`src/rtl/xmon_pkg.sv`:
```
package xmon_pkg;

   // One core's request for one cycle; at most one field is set.
   typedef struct packed {
      logic ldx;
      logic stx;
      logic st;
      logic clr;
   } xmon_op_t;

endpackage

```
`src/rtl/xmon_slot.sv`:
```
module xmon_slot
   import xmon_pkg::*;
#(
   parameter int GRAN_W = 26
) (
   input  logic              clk,
   input  logic              rst_n,
   input  xmon_op_t          op,
   input  logic [GRAN_W-1:0] req_gran,
   input  logic              kill_vld,
   input  logic [GRAN_W-1:0] kill_gran,
   output logic              hit
);

   logic              armed_q;
   logic [GRAN_W-1:0] gran_q;
   logic              armed_d;
   logic [GRAN_W-1:0] gran_d;

   always_comb begin
      armed_d = armed_q;
      gran_d  = gran_q;
      if (op.ldx) begin
         armed_d = 1'b1;
         gran_d  = req_gran;
      end else if (op.stx || op.clr) begin
         armed_d = 1'b0;
      end
      // a granted write to the reserved granule wins over everything
      if (kill_vld && armed_d && (gran_d == kill_gran)) begin
         armed_d = 1'b0;
      end
   end

   always_ff @(posedge clk) begin
      if (!rst_n) begin
         armed_q <= 1'b0;
         gran_q  <= '0;
      end else begin
         armed_q <= armed_d;
         gran_q  <= gran_d;
      end
   end

   assign hit = armed_q && (gran_q == req_gran);

   AST_CLEAR_OPENS: assert property (@(posedge clk) disable iff (!rst_n)
      op.clr |=> !armed_q);

   AST_LDX_ARMS: assert property (@(posedge clk) disable iff (!rst_n)
      (op.ldx && !(kill_vld && kill_gran == req_gran))
      |=> (armed_q && gran_q == $past(req_gran)));

   AST_KILL_OPENS: assert property (@(posedge clk) disable iff (!rst_n)
      (kill_vld && armed_q && gran_q == kill_gran && !op.ldx) |=> !armed_q);

endmodule

```
`src/rtl/xmon_wr_arb.sv`:
```
module xmon_wr_arb #(
   parameter int NUM_CORES = 4
) (
   input  logic                 clk,
   input  logic                 rst_n,
   input  logic [NUM_CORES-1:0] plain_req,
   input  logic [NUM_CORES-1:0] excl_req,
   output logic [NUM_CORES-1:0] grant
);

   logic found;

   always_comb begin
      grant = '0;
      found = 1'b0;
      for (int i = 0; i < NUM_CORES; i++) begin
         if (!found && plain_req[i]) begin
            grant[i] = 1'b1;
            found    = 1'b1;
         end
      end
      for (int i = 0; i < NUM_CORES; i++) begin
         if (!found && excl_req[i]) begin
            grant[i] = 1'b1;
            found    = 1'b1;
         end
      end
   end

   AST_GRANT_ONEHOT: assert property (@(posedge clk) disable iff (!rst_n)
      $onehot0(grant));

   AST_PLAIN_FIRST: assert property (@(posedge clk) disable iff (!rst_n)
      (|plain_req) |-> (|(grant & plain_req)));

   AST_NO_IDLE_PORT: assert property (@(posedge clk) disable iff (!rst_n)
      (|(plain_req | excl_req)) |-> (|grant));

endmodule

```
`src/rtl/xmon_global_hub.sv`:
```
module xmon_global_hub
   import xmon_pkg::*;
#(
   parameter int NUM_CORES    = 4,
   parameter int ADDR_W       = 32,
   parameter int DATA_W       = 32,
   parameter int GRANULE_LOG2 = 6
) (
   input  logic                        clk,
   input  logic                        rst_n,
   input  logic [NUM_CORES-1:0]        ldx_req,
   input  logic [NUM_CORES-1:0]        stx_req,
   input  logic [NUM_CORES-1:0]        st_req,
   input  logic [NUM_CORES-1:0]        clr_req,
   input  logic [NUM_CORES*ADDR_W-1:0] req_addr,
   input  logic [NUM_CORES*DATA_W-1:0] req_wdata,
   input  logic [NUM_CORES-1:0]        local_fail,
   output logic [NUM_CORES-1:0]        stx_rsp_vld,
   output logic [NUM_CORES-1:0]        stx_rsp_fail,
   output logic                        mem_we,
   output logic [ADDR_W-1:0]           mem_addr,
   output logic [DATA_W-1:0]           mem_wdata
);

   localparam int GRAN_W = ADDR_W - GRANULE_LOG2;

   if (NUM_CORES < 1) begin : g_bad_cores
      $error("xmon_global_hub: NUM_CORES must be at least 1");
   end
   if (GRANULE_LOG2 < 0 || GRANULE_LOG2 >= ADDR_W) begin : g_bad_gran
      $error("xmon_global_hub: GRANULE_LOG2 must lie in [0, ADDR_W)");
   end

   logic [NUM_CORES-1:0] hit;
   logic [NUM_CORES-1:0] excl_ok;
   logic [NUM_CORES-1:0] grant;
   logic [ADDR_W-1:0]    win_addr;
   logic [DATA_W-1:0]    win_data;
   logic                 wr_fire;
   logic [GRAN_W-1:0]    kill_gran;

   assign kill_gran = win_addr[ADDR_W-1:GRANULE_LOG2];

   for (genvar g = 0; g < NUM_CORES; g++) begin : g_core
      xmon_op_t          op;
      logic [GRAN_W-1:0] gran;

      assign op.ldx = ldx_req[g];
      assign op.stx = stx_req[g];
      assign op.st  = st_req[g];
      assign op.clr = clr_req[g];
      assign gran   = req_addr[g*ADDR_W+GRANULE_LOG2 +: GRAN_W];

      xmon_slot #(.GRAN_W(GRAN_W)) u_slot (
         .clk       (clk),
         .rst_n     (rst_n),
         .op        (op),
         .req_gran  (gran),
         .kill_vld  (wr_fire),
         .kill_gran (kill_gran),
         .hit       (hit[g])
      );

      assign excl_ok[g] = stx_req[g] & hit[g] & ~local_fail[g];

      AST_LOCAL_VETO: assert property (@(posedge clk) disable iff (!rst_n)
         (stx_req[g] && local_fail[g]) |=> stx_rsp_fail[g]);

      AST_NO_RESV_FAILS: assert property (@(posedge clk) disable iff (!rst_n)
         (stx_req[g] && !hit[g]) |=> (stx_rsp_vld[g] && stx_rsp_fail[g]));

      AST_PASS_WRITES: assert property (@(posedge clk) disable iff (!rst_n)
         (stx_rsp_vld[g] && !stx_rsp_fail[g])
         |-> (mem_we && mem_addr == $past(req_addr[g*ADDR_W +: ADDR_W])));
   end

   xmon_wr_arb #(.NUM_CORES(NUM_CORES)) u_arb (
      .clk       (clk),
      .rst_n     (rst_n),
      .plain_req (st_req),
      .excl_req  (excl_ok),
      .grant     (grant)
   );

   always_comb begin
      win_addr = '0;
      win_data = '0;
      for (int i = 0; i < NUM_CORES; i++) begin
         if (grant[i]) begin
            win_addr = win_addr | req_addr[i*ADDR_W +: ADDR_W];
            win_data = win_data | req_wdata[i*DATA_W +: DATA_W];
         end
      end
   end

   assign wr_fire = |grant;

   always_ff @(posedge clk) begin
      if (!rst_n) begin
         stx_rsp_vld  <= '0;
         stx_rsp_fail <= '0;
         mem_we       <= 1'b0;
         mem_addr     <= '0;
         mem_wdata    <= '0;
      end else begin
         stx_rsp_vld  <= stx_req;
         stx_rsp_fail <= stx_req & ~grant;
         mem_we       <= wr_fire;
         mem_addr     <= win_addr;
         mem_wdata    <= win_data;
      end
   end

   AST_SINGLE_PASS: assert property (@(posedge clk) disable iff (!rst_n)
      $countones(stx_rsp_vld & ~stx_rsp_fail) <= 1);

endmodule

```
`config.mk`:
```
export PLATFORM = sky130hd
export DESIGN_NAME = xmon_global_hub
export DESIGN_NICKNAME = d
export VERILOG_FILES = /design/src/rtl/xmon_pkg.sv /design/src/rtl/xmon_slot.sv /design/src/rtl/xmon_wr_arb.sv /design/src/rtl/xmon_global_hub.sv
export SDC_FILE = /design/constraint.sdc
export NUM_CORES = 1
export LEC_CHECK = 0
export ABC_AREA = 1
export BUFFER_PORTS_ARGS = -buffer_cell sky130_fd_sc_hd__buf_2
export CORE_ASPECT_RATIO = 1.75
export CORE_MARGIN = 3
export CORE_UTILIZATION = 40
export CTS_BUF_LIST = sky130_fd_sc_hd__clkbuf_4 sky130_fd_sc_hd__clkbuf_8 sky130_fd_sc_hd__clkbuf_16
export CTS_CLUSTER_SIZE = 14
export DETAILED_ROUTE_END_ITERATION = 8
export PLACE_DENSITY = 0.66
export REMOVE_ABC_BUFFERS = 1
export SLEW_MARGIN = 20
export SYNTH_ARGS = -nofsm -noshare
export SYNTH_HDL_FRONTEND = slang
export SYNTH_SLANG_ARGS = --single-unit
```
`constraint.sdc`:
```
create_clock -name clk -period 5.86 [get_ports clk]
set_clock_uncertainty 0.05 [all_clocks]
set_input_delay 1.172 -clock clk [delete_from_list [all_inputs] [get_ports clk]]
set_output_delay 1.172 -clock clk [all_outputs]
set_load 0.005 [all_outputs]
```
**Word level (Yosys, flattened, before mapping)**

Cells that the tools add are included.

- Input bits: 278
- Word-level logic and storage cells: 111
- Output and inout bits: 73
- Register bits after elaboration: 181

- Reductions and logical operators: 35
- Multiplexer cells: 34
- Eq/ne operators: 8
- Bitwise gates (word level): 21

Operator list:

| kind | number |
|---|---|
| 2-to-1 mux 32 bit | 8 |
| == test 26 bit | 8 |
| OR 32 bit | 6 |
| 2-to-1 mux 26 bit | 4 |
| 2-to-1 mux 1 bit | 22 |
| logical AND 1 bit | 19 |
| bitwise AND 1 bit | 8 |
| OR reduction 2 bit | 4 |
| zero test 1 bit | 7 |
| NOT 1 bit | 5 |
| bitwise AND 4 bit | 1 |
| logical OR 1 bit | 4 |
| NOT 4 bit | 1 |
| OR reduction 4 bit | 1 |

**Logic depth before layout (Yosys ltp)**

Gate-level depths: netlist of run 1.

- Word-level depth: 26
- Gate-level depth with buffers: 23
- Mapped depth without buffers: 22

**Cells and area by module**

A second synthesis of run 1 with hierarchy kept.

- Cell total of the unflattened synthesis: 2067
- Area, all modules: 11818.8 µm²

By module, submodules not included:

| module | area each (µm²) | cells an instance | instances | seq. area each (µm²) |
|---|---|---|---|---|
| xmon_slot | 1981.9 | 344 | 4 | 540.5 |
| xmon_global_hub | 3799.9 | 671 | 1 | 1461.4 |
| xmon_wr_arb | 91.3 | 20 | 1 | 0.0 |

**Worst setup path after synthesis of run 1**

No wires, ideal clock.

- Path type: input to register
- Start point: in req_addr[12]
- End point: reg g_core[0].u_slot.armed_q
- Setup slack: 2.783 ns
- Data required time: 5.693 ns
- Stages on the path: 23
- Setup time: 0.117 ns
- Data arrival time: 2.910 ns
- Path buffers: 2
- Path through: inv_1 -> nand2_1 -> nand2_1 -> nor2_2 -> inv_2 -> nor2_2 -> nand2_1 -> nor2_2 -> nand2_1 -> nand3_2 -> nand2_2 -> buf_6 -> buf_12 -> a21oi_4 -> nand3_4 -> nand2_1 -> nand2_1 -> nor2_1 -> nand2_1 -> nor2_1 -> nand2_1 -> nor2_1 -> nor2_1

- Longest elaborated chain between the ends: 19
- Elaborated cells on any way between the ends: 31
- Classes of those cells: eq/ne (2); mux (12); bitwise (5); reduce/logical (12)

RTL lines:

| element | line | text |
|---|---|---|
| start, declared | xmon_global_hub.sv:15 | `input logic [NUM_CORES*ADDR_W-1:0] req_addr,` |
| == test 26 bit | xmon_slot.sv:45 | `assign hit = armed_q && (gran_q == req_gran);` |
| logical AND 1 bit | xmon_slot.sv:45 |  |
| bitwise AND 1 bit (2 in series) | xmon_global_hub.sv:64 | `assign excl_ok[g] = stx_req[g] & hit[g] & ~local_fail[g];` |
| logical AND 1 bit | xmon_wr_arb.sv:23 | `if (!found && excl_req[i]) begin` |
| 2-to-1 mux 1 bit | xmon_wr_arb.sv:23 |  |
| zero test 1 bit | xmon_wr_arb.sv:23 |  |
| logical AND 1 bit | xmon_wr_arb.sv:23 |  |
| 2-to-1 mux 1 bit | xmon_wr_arb.sv:23 |  |
| (+2 left out) | -- |  |
| 2-to-1 mux 1 bit | xmon_wr_arb.sv:23 |  |
| zero test 1 bit | xmon_wr_arb.sv:23 |  |
| logical AND 1 bit | xmon_wr_arb.sv:23 |  |
| 2-to-1 mux 1 bit | xmon_wr_arb.sv:23 |  |
| 2-to-1 mux 32 bit or OR reduction 4 bit (tied branches) | xmon_global_hub.sv:89, xmon_global_hub.sv:96 |  |
| == test 26 bit or logical AND 1 bit (tied branches) | xmon_slot.sv:30 | `if (kill_vld && armed_d && (gran_d == kill_gran)) begin` |
| logical AND 1 bit (*) | xmon_slot.sv:30 |  |
| OR reduction 2 bit (no source line) (*) | -- |  |
| end signal, assigned | xmon_slot.sv:40 | `armed_q <= armed_d;` |
| end, declared | xmon_slot.sv:15 | `logic armed_q;` |

Mark *: on every way between the ends. The rest lies on a longest branch, timed or not.
A chain may end at the register's enable or synchronous reset.

**Worst setup path in the final report of run 1**

- Start point: in req_addr[102]
- End point: reg g_core[0].u_slot.armed_q

- Longest elaborated chain between the ends: 10
- Elaborated cells on any way between the ends: 13
- Classes of those cells: eq/ne (2); mux (2); bitwise (3); reduce/logical (6)

RTL lines:

| element | line |
|---|---|
| == test 26 bit | xmon_slot.sv:45 |
| logical AND 1 bit | xmon_slot.sv:45 |
| bitwise AND 1 bit (2 in series) | xmon_global_hub.sv:64 |
| logical AND 1 bit | xmon_wr_arb.sv:23 |
| 2-to-1 mux 1 bit | xmon_wr_arb.sv:23 |
| 2-to-1 mux 32 bit or OR reduction 4 bit (tied branches) | xmon_global_hub.sv:89, xmon_global_hub.sv:96 |
| == test 26 bit or logical AND 1 bit (tied branches) | xmon_slot.sv:30 |
| logical AND 1 bit (*) | xmon_slot.sv:30 |
| OR reduction 2 bit (no source line) (*) | -- |

Marks and branches as above.

==> results_dict.tcl, run 1 <==
set metrics [dict create \
    run_status "complete, no violations" \
    hold_viol_final 0 \
    cts_root_buffer "clkbuf_16" \
    cellPowerDensity_nw_per_um2 238 \
    grt_remaining_overflow 0 \
    dp.cells 2633 \
    synth-seq-cells 181 \
    portion_of_the_clock_cycle_consumed_by_the_worst_path_in_the_final_layout_pct 69.3 \
    die_height_um 233 \
    cts.htree.levels 4 \
    synthDistinctLibCells 33 \
    grt_pass1_vias 12700 \
    fp.dieArea_um2 31700 \
    yosys_most_used_dff "dfxtp_1" \
    clk_pin_slew_worst_paths_ps 70 \
    numClockSinks 181 \
    combinationalPowerShare_pct 25.8 \
    ys_seq_area_share_pct 30.7 \
    post-dp-hpwl_um 41300 \
    setup.worst_path.start_class "primary input" \
    tightest_slew_ps 865 \
    report.final.setup_viol 0 \
    post_drt_via_cell_ratio 5.06 \
    yosysMostFrequentCell "nand2_1" \
    hold_buffers 0 \
    layout.core_utilization_pct 50.1 \
    post-layout-total-power_mw 3.43 \
    synth_top_cells_by_count "nand2_1 (685), inv_1 (289), nor2_1 (238)" \
    power_report.internal_total_mw 2.29 \
    cp.arrival_ps 4340 \
    p_leak_nw 8.02 \
    post-cts-setup-buffers 0 \
    rsz0062_at_grt "no" \
    clk_latency_worst_skew_pair_ps 460 \
    final_layout_size_suffix_gt1_share_pct 22.3 \
    max-vdd-ir-drop_mv 0.222 \
    drt_first_pass_iters 8 \
    maxCapViolCount 0 \
    via_count 13500 \
    placement.cell_area_um2 13800 \
    worst_hold_slack_ps 537 \
    cp_data_required_time_ps 6140 \
    wire_length_of_the_first_global_routing_pass_um 72500 \
    chipWidth_um 136 \
    totalNegativeSetupSlack_ps 0 \
    final_max_slew_viols 0 \
    grt.total_usage_pct 31.2 \
    yosys_top_cell_area_share_pct 30.7 \
    avgRoutedWirePerCell_um 19.2 \
    cts_tree "done" \
    layout_min_cycle_time_ps 4060 \
    post_cts_resize_count 0 \
    detail_route.wirelength_um 51100 \
    antenna_found_initial 5 \
    stdcell_count 2669 \
    power_switching_mw 1.15 \
    clock.fmax_mhz 246 \
    number_of_flops_mapped_to_enable_cells_by_yosys 0 \
    area_growth_syn_to_layout_pct 22.2 \
    cp_max_fo 30 \
    yosysWarnings 0 \
    port_buffers 350 \
    synthArstFlopShare_pct 0 \
    drt.antenna.violating_nets 0 \
    setup.worst_path.class "in2reg" \
    initialDrtViolationCount 846 \
    synth.area.top_cells "dfxtp_1 (31%), nand2_1 (22%), inv_1 (9.2%)" \
    final_net_count 2552 \
    start_util_pct 41.0 \
    synthesis.area_um2 11800 \
    seqPwrFrac_pct 39.6 \
    worstHoldPathType "reg2reg" \
    synthesis.instances 1962 \
    synth_area_per_cell_um2 6.02 \
    tritoncts.num_buffers 17 \
    cts_max_path_buffers 2 \
    grt_start_max_net_pins 60 \
    final_cell_area_um2 14400 \
    gp_routability_congestion 1.07 \
    p_clk_share_pct 34.6 \
    sw_frac_of_total_pct 33.4 \
    core_um2 28800 \
    cp-end-kind "flop" \
    place_worst_setup_slack_ps 1350 \
    yosys.area.top_type "dfxtp_1" \
    route.detailed.drc 0 \
    floorplan.io_pins 351 \
    final_critical_path_setup_slack_ps 1800 \
    timing.max_slew.rel_slack_pct 42.2 \
    placement_rows 82 \
]
sequential cells by signal, summed over array words and instances (netlist names):
register,flops
g_core.u_slot.armed_q,4
g_core.u_slot.gran_q,104
mem_wdata,32
stx_rsp_fail,4
stx_rsp_vld,4
mem_we,1
mem_addr,32
placed cells by master (no fill, tap or decap), types with 5 or more instances in the layout:
cell / instances
mux2i_1: 6
a21oi_1: 24
diode_2: 5
a31o_2: 10
nand3_2: 23
nor2_1: 238
nand4_1: 99
buf_2: 350
o21ai_0: 103
dfxtp_1: 181
inv_2: 9
inv_1: 289
nand3_1: 53
a21oi_2: 19
buf_4: 12
or2_2: 37
xnor2_1: 51
a22oi_1: 38
clkinv_2: 5
nand2_1: 682
clkbuf_16: 17
a21oi_4: 6
cell families after synthesis:
group / share of synthesized area (%)
mux: 0.509
compound gates: 11.0
buf+inv: 12.1
simple gates: 41.7
xor+xnor: 4.01
flops: 30.7
critical path, stage by stage:
cell,delay (ps)
buf_2,130
xnor2_1,340
nand2_1,100
nor2_1,240
nand2_1,150
nor2_1,110
nand2_1,50
nor2_1,80
nand3_1,80
nand2_2,560
nor3_1,300
buf_4,260
a21oi_1,250
o21ai_1,140
nor2_1,120
nand3_1,80
nor2_1,120
nor2_1,40
power groups by stage:
stage	clock network, mW	registers, mW	logic [mW]
finish	1.19	1.36	0.887
global route	1.25	1.37	0.973
CTS	1.21	1.36	0.878
detailed placement	0	1.39	0.874
global placement	0	1.38	0.867
floorplan	0	1.38	0.479
worst paths after layout:
kind                                                 start                         end  slack (ps)  cells after the start
worst min-delay path            g_core[0].u_slot.gran_q[8]  g_core[0].u_slot.gran_q[8]         540                      2
worst max register to register    g_core[0].u_slot.armed_q    g_core[3].u_slot.armed_q        2220                     18
worst min register to register  g_core[0].u_slot.gran_q[8]  g_core[0].u_slot.gran_q[8]         540                      2
worst max-delay path                         req_addr[102]    g_core[0].u_slot.armed_q        1800                     18
layer usage:
| metal | GRT usage (%) | vias to the layer above | wire (um) |
|---|---|---|---|
| met5 | 0 | - | 0 |
| met4 | 23.7 | 0 | 4330 |
| met1 | 29.4 | 6046 | 17000 |
| met2 | 59.0 | 566 | 26700 |
| li1 | - | 6734 | - |
| met3 | 5.04 | 171 | 3080 |
final cells by class:
| type | count | area [um2] |
|---|---|---|
| clock inverter | 11 | 125 |
| antenna | 5 | 12.5 |
| timing repair buffer | 362 | 1840 |
| sequential | 181 | 3620 |
| clock buffer | 20 | 460 |
| fill | 3120 | 14400 |
| inverter | 300 | 1130 |
| tap | 378 | 473 |
| multi-input combinational | 1412 | 6770 |
(Power assumes the default switching activity.)
==> inputs of run 2 (changes only) <==
clock period = 3.76 ns   (was 5.86 ns; I/O delays follow)
==> run 2 against run 1 <==
Sequential cell count stayed put. Die area did not move. Utilization increased by 3.6 points. Clock power up 46%. Design area grew 7.2%. Non-clock buffer count grew 136. Global-route usage is 1.7 points higher. Routed wire length is 5.1% higher. First-iteration DRC count decreased by 0.35%. Cell count increased by 5.1%. Register-to-register slack lost 1900 ps. Setup slack got worse by 1500 ps. Highest routed layer unchanged.
==> results_dict.tcl, run 2 (synthesis results as in run 1) <==
set metrics [dict create \
    run_status "complete, no violations" \
    port_buffers 350 \
    post-layout-total-power_mw 5.38 \
    critPathBufInv 4 \
    cpMostUsedCell "nor2_1" \
    initialDrtViolationCount 843 \
    path_length_in_cells_of_the_critical_path 22 \
    fp.dieArea_um2 31700 \
    grt_pass1_vias 13700 \
    hold_buffers 0 \
    cp_slowest_cell "nor2_1" \
    timing.max_slew.rel_slack_pct 34.2 \
    final_cell_area_um2 15500 \
    cp_data_required_time_ps 4060 \
    portion_of_the_clock_cycle_consumed_by_the_worst_path_in_the_final_layout_pct 92.9 \
    totalNegativeSetupSlack_ps 0 \
    worstHoldPathType "in2reg" \
    rsz0062_at_grt "no" \
    final_layout_size_suffix_gt1_share_pct 26.7 \
    cts_tree "done" \
    via_count 14200 \
    groute.layer.met2.usage_pct 63.9 \
    clock.fmax_mhz 286 \
    grt_remaining_overflow 0 \
    clk_latency_worst_skew_pair_ps 470 \
    antenna_found_initial 6 \
    dp.cells 2769 \
    seqPwrFrac_pct 39.3 \
    mostFrequentLayoutCells "nand2_1 (682), buf_2 (350), inv_1 (289)" \
    floorplan.io_pins 351 \
    grt_start_max_net_pins 63 \
    chipWidth_um 136 \
    area_growth_syn_to_layout_pct 31.0 \
    cp-end-kind "flop" \
    cp_peak_stage_delay_ps 360 \
    p_leak_nw 8.64 \
    setup.worst_path.class "in2reg" \
    cp.arrival_ps 3800 \
    power_switching_mw 1.85 \
    die_height_um 233 \
    cts_max_path_buffers 2 \
    groute.layer.met3.usage_pct 4.55 \
    combinationalPowerShare_pct 28.4 \
    hold-path-cell-count 3 \
    route.detailed.drc 0 \
    path_delay_family "simple AND/OR/NAND/NOR gates" \
    tritoncts.num_buffers 17 \
    sw_frac_of_total_pct 34.5 \
    placement_rows 82 \
    post_cts_resize_count 0 \
    stdcell_count 2805 \
    numClockSinks 181 \
    report.final.setup_viol 0 \
    post_drt_via_cell_ratio 5.07 \
    post-cts-setup-buffers 0 \
    drt_first_pass_iters 5 \
    max_flop_register "g_core.u_slot.gran_q" \
    placement.cell_area_um2 14900 \
    detail_route.wirelength_um 53700 \
    worstPathCellList "buf_2 -> xnor2_1 -> buf_4 -> nand2_1 -> nor2_1 -> nand3_1 -> nor2_1 -> nor2_1 -> nand3_1 -> nand2_2 -> buf_12 -> nand2_1 -> nand3_2 -> buf_4 -> nand2_1 -> nand2_1 -> nor2_1 -> nand2_1 -> nor2_1 -> nand2_1 -> nor2_1 -> nor2_1" \
    grt_util_met1_pct 29.8 \
    max-vdd-ir-drop_mv 0.345 \
    max_ffs_per_register 104 \
    post-dp-hpwl_um 44500 \
    p_clk_share_pct 32.3 \
    global_route.peak_usage_layer "met2" \
    gp_routability_congestion 1.04 \
    power_report.internal_total_mw 3.53 \
    clk_pin_slew_worst_paths_ps 70 \
    grt.total_usage_pct 32.9 \
    core_um2 28800 \
    top_regs "g_core.u_slot.gran_q (104), mem_addr (32), mem_wdata (32)" \
    final_common_cell "nand2_1" \
    start_util_pct 41.0 \
    drt.antenna.violating_nets 0 \
    cp_max_fo 19 \
    layout_min_cycle_time_ps 3490 \
    avgRoutedWirePerCell_um 19.2 \
    hold_viol_final 0 \
    wire_length_of_the_first_global_routing_pass_um 76900 \
    final_max_slew_viols 0 \
    final_net_count 2688 \
    reg2regPathDepth 21 \
    tightest_slew_ps 977 \
    cts.htree.levels 4 \
    maxCapViolCount 0 \
    setup.worst_path.start_class "primary input" \
    cellPowerDensity_nw_per_um2 348 \
    cts_root_buffer "clkbuf_16" \
]
## run 2: cell types whose count changed in the layout (fill, tap and decap cells not counted)
cell	before	now
buf_12	0	4
buf_4	12	144
bufinv_16	2	0
clkbuf_4	1	0
clkinv_2	5	3
clkinv_4	1	5
clkinvlp_4	1	2
## run 2: final cells by class
type	instances	area, um2
repair buffers	498	2910
multi-input cells	1412	6770
fillers	3041	13400
clock buffers	19	453
inverters	300	1130
diodes	5	12.5
clock inverters	12	97.6
flip-flops and latches	181	3620
well taps	378	473
## run 2: power by group through the flow
| stage | Sequential, mW | Combinational, mW | Clock (mW) |
|---|---|---|---|
| 2_1_floorplan | 2.15 | 0.746 | 0 |
| 3_3_place_gp | 2.15 | 1.50 | 0 |
| 3_5_place_dp | 2.16 | 1.51 | 0 |
| 4_1_cts | 2.11 | 1.52 | 1.77 |
| 5_1_grt | 2.13 | 1.67 | 1.85 |
| 6_report | 2.12 | 1.53 | 1.74 |
## run 2: through the flow
stage	utilization [%]	hold slack, ps	setup slack, ps
3_3_place_gp	51.7	504	-191
3_5_place_dp	51.7	524	-204
2_1_floorplan	-	467	71.6
5_1_grt	53.6	497	122
6_report	53.6	476	267
4_1_cts	53.6	462	288
## run 2: per-layer routing
metal	up-vias	routed length (um)
met2	593	28500
met4	0	4750
met3	179	2900
met5	-	0
met1	6432	17500
li1	7011	-
## run 2: worst reg2reg max path: stages (launching register included)
cell and delay (ps):
dfxtp_1 330, xnor2_1 250, buf_4 160, nand2_1 40, nor2_1 160, nand3_1 130, nor2_1 360, nor2_1 100
nand3_1 90, nand2_2 80, buf_12 170, nand2_1 240, nand3_2 280, buf_4 230, nand2_1 60, nand2_1 50
nor2_1 100, nand2_1 50, nor2_1 140, nand2_1 80, nor2_1 110, nor2_1 50
## run 2: path summary, 6_finish.rpt
check / from / endpoint / slack, ps
max: req_addr[76] / g_core[2].u_slot.armed_q / 270
min: stx_req[0] / stx_rsp_vld[0] / 480
max reg2reg: g_core[2].u_slot.gran_q[18] / g_core[2].u_slot.armed_q / 370
min reg2reg: g_core[3].u_slot.gran_q[11] / g_core[3].u_slot.gran_q[11] / 540
==> inputs of run 3 (changes only) <==
ABC_AREA = default   (was 1)
CORE_MARGIN = 2   (was 3)
==> run 3 against run 2 <==
The run now ends with setup timing left. Largest power group unchanged. Sequential cell count is the same. Routed wire length up 40%. Critical path depth decreased by 4. Register-to-register slack lost 330 ps. Global-route usage grew 15 points. Clock power is 7% higher.
==> results_dict.tcl, run 3 <==
set metrics [dict create \
    rsz0062_at_grt "yes" \
    p_leak_nw 8.17 \
    timing.reg2reg.setup_slack_ps 40 \
    worstPathCellList "buf_2 -> xnor2_2 -> nand4_1 -> nor4_2 -> buf_4 -> buf_6 -> nand3_1 -> buf_4 -> nor3_4 -> buf_12 -> buf_4 -> a21boi_1 -> buf_4 -> nand2_2 -> o211ai_1 -> a2111oi_2 -> buf_4 -> a31oi_1" \
    worstHoldPathType "in2reg" \
    timing.max_slew.rel_slack_pct 28.2 \
    portion_of_the_clock_cycle_consumed_by_the_worst_path_in_the_final_layout_pct 101 \
    power_switching_mw 2.10 \
    layout_min_cycle_time_ps 3780 \
    critPathLaunch "req_addr[83]" \
    crit_path_end "g_core[1].u_slot.armed_q" \
    cp.arrival_ps 4060 \
    place_worst_setup_slack_ps -1020 \
    cp-end-kind "flop" \
    post-dp-hpwl_um 62800 \
    cellPowerDensity_nw_per_um2 334 \
    avgRoutedWirePerCell_um 31.1 \
    power_report.internal_total_mw 3.78 \
    drt.antenna.violating_nets 0 \
    sw_frac_of_total_pct 35.7 \
    synthArstFlopShare_pct 0 \
    run_status "finished, violations left" \
    final_net_count 2309 \
    via_count 14800 \
    maxCapViolCount 0 \
    gp_routability_congestion 1.11 \
    fp.dieArea_um2 31000 \
    post_drt_via_cell_ratio 6.11 \
    yosysMostFrequentCell "dfxtp_1" \
    synth.area.top_cells "dfxtp_1 (31%), mux2i_1 (7.8%), xor2_1 (6.2%)" \
    grt_start_max_net_pins 78 \
    path_length_in_cells_of_the_critical_path 18 \
    setup.worst_path.class "in2reg" \
    p_clk_share_pct 31.6 \
    core_um2 29300 \
    ys_seq_area_share_pct 30.6 \
    setup.worst_path.start_class "primary input" \
    top_regs "g_core.u_slot.gran_q (104), mem_addr (32), mem_wdata (32)" \
    synthDistinctLibCells 88 \
    cp_max_fo 13 \
    number_of_flops_mapped_to_enable_cells_by_yosys 0 \
    cts_root_buffer "clkbuf_16" \
    route.detailed.drc 0 \
    final_max_slew_viols 0 \
    placement.cell_area_um2 16600 \
    drt_first_pass_iters 6 \
    yosys_top_cell_area_share_pct 30.6 \
    mostFrequentLayoutCells "buf_4 (385), buf_2 (349), dfxtp_1 (181)" \
    synthesis.area_um2 11800 \
    final_cell_area_um2 17600 \
    yosysWarnings 0 \
    final_common_cell "buf_4" \
    clock.fmax_mhz 264 \
    floorplan.io_pins 351 \
    hold_viol_final 0 \
    combinationalPowerShare_pct 32.6 \
    cp_data_required_time_ps 4040 \
    area_growth_syn_to_layout_pct 48.8 \
    start_util_pct 40.4 \
    report.final.setup_viol 2 \
    yosys.area.top_type "dfxtp_1" \
    critPathBufInv 8 \
    cts_tree "done" \
    synthesis.instances 1361 \
    numClockSinks 181 \
    wire_length_of_the_first_global_routing_pass_um 104000 \
    clk_latency_worst_skew_pair_ps 480 \
    yosys_most_used_dff "dfxtp_1" \
    path_delay_family "buffers and inverters" \
    grt_pass1_vias 15000 \
    totalNegativeSetupSlack_ps -41.2 \
    grt_remaining_overflow 0 \
    grt.total_usage_pct 47.8 \
    cp_peak_stage_delay_ps 310 \
    detail_route.wirelength_um 75500 \
    reg2regPathDepth 14 \
    tightest_slew_ps 1050 \
    cts_max_path_buffers 2 \
    max_ffs_per_register 104 \
    cpMostUsedCell "buf_4" \
    max-vdd-ir-drop_mv 0.340 \
    cp_slowest_cell "a2111oi_2" \
    num-fill-cells 2694 \
    port_buffers 350 \
    seqPwrFrac_pct 35.8 \
    chipWidth_um 134 \
    max_flop_register "g_core.u_slot.gran_q" \
    failed_checks "setup timing" \
    synth_area_per_cell_um2 8.70 \
    cts.htree.levels 4 \
    tritoncts.num_buffers 17 \
    clk_pin_slew_worst_paths_ps 80 \
    antenna_found_initial 2 \
    end_of_the_worst_register_to_register_path "g_core[3].u_slot.armed_q" \
    final_layout_size_suffix_gt1_share_pct 43.4 \
    final_critical_path_setup_slack_ps -22.1 \
    synth_top_cells_by_count "dfxtp_1 (181), nand2_1 (108), nor2b_1 (106)" \
    placement_rows 83 \
    die_height_um 232 \
    initialDrtViolationCount 1383 \
    hold_buffers 0 \
    synth-seq-cells 181 \
    worst_r2r_startpoint "g_core[1].u_slot.gran_q[2]" \
    layout.core_utilization_pct 60.1 \
]
-- run 3: final cells by class --
class                      instances  area, um2  share of cell area [%]
inverter                          33        124                   0.703
sequential                       181       3620                    20.6
multi-input combinational       1053       7960                    45.2
antenna                            2       5.00                  0.0284
clock buffer                      19        447                    2.54
clock inverter                    13        138                   0.781
tap                              382        478                    2.71
timing repair buffer             745       4840                    27.5
-- run 3: worst min path at each step --
stage | from | to | slack [ps] | depth (start not counted)
3_5_place_dp | g_core[1].u_slot.gran_q[19] | g_core[1].u_slot.gran_q[19] | 520 | 2
4_1_cts | req_wdata[74] | mem_wdata[10] | 470 | 3
3_3_place_gp | g_core[1].u_slot.gran_q[19] | g_core[1].u_slot.gran_q[19] | 490 | 2
5_1_grt | req_wdata[74] | mem_wdata[10] | 480 | 3
2_1_floorplan | g_core[3].u_slot.gran_q[13] | g_core[3].u_slot.gran_q[13] | 480 | 2
6_report | req_wdata[74] | mem_wdata[10] | 480 | 3
-- run 3: logic make-up after synthesis --
kind of cell,after synthesis,synth area share [%]
compound gates,339,22.5
xor+xnor,126,9.32
buf+inv,127,5.16
flops,181,30.6
mux,114,9.87
simple gates,474,22.5
-- run 3: power groups by stage --
stage / clock, mW / sequential, mW / combinational, mW
finish: 1.86 / 2.10 / 1.92
detailed placement: 0 / 2.15 / 1.80
global placement: 0 / 2.14 / 1.79
CTS: 1.86 / 2.10 / 1.82
global route: 1.93 / 2.11 / 1.97
floorplan: 0 / 2.14 / 0.654
-- run 3: what timing repair did --
item,in CTS,in global routing
pin swaps,3,8
setup endpoints to repair,4,12
resized for setup,24,45
gates cloned,0,0
setup buffers,1,5
-- run 3: routing by layer --
metal | routed length (um) | GRT usage (%)
met2 | 34700 | 79.0
met3 | 5610 | 9.67
met1 | 24300 | 46.5
met5 | 0 | 0
met4 | 10900 | 53.8
-- run 3: worst reg2reg max path: stages, from the launching register on --
cell	delay [ps]
dfxtp_1	340
xnor2_1	250
or4b_4	510
nor4b_4	330
and2_4	320
buf_4	200
a31o_2	190
buf_4	120
a21oi_2	30
buf_4	190
a22oi_1	210
nand4_1	130
or4_4	450
nor4_2	160
a31oi_1	110
-- run 3: stage by stage --
| stage | power (mW) | hold WS [ps] | instances |
|---|---|---|---|
| 2_1_floorplan | 2.79 | 478 | 1267 |
| 6_report | 5.88 | 478 | 2428 |
| 5_1_grt | 6.01 | 482 | 2428 |
| 3_5_place_dp | 3.95 | 520 | 2388 |
| 4_1_cts | 5.79 | 474 | 2421 |
| 3_3_place_gp | 3.93 | 493 | 2388 |
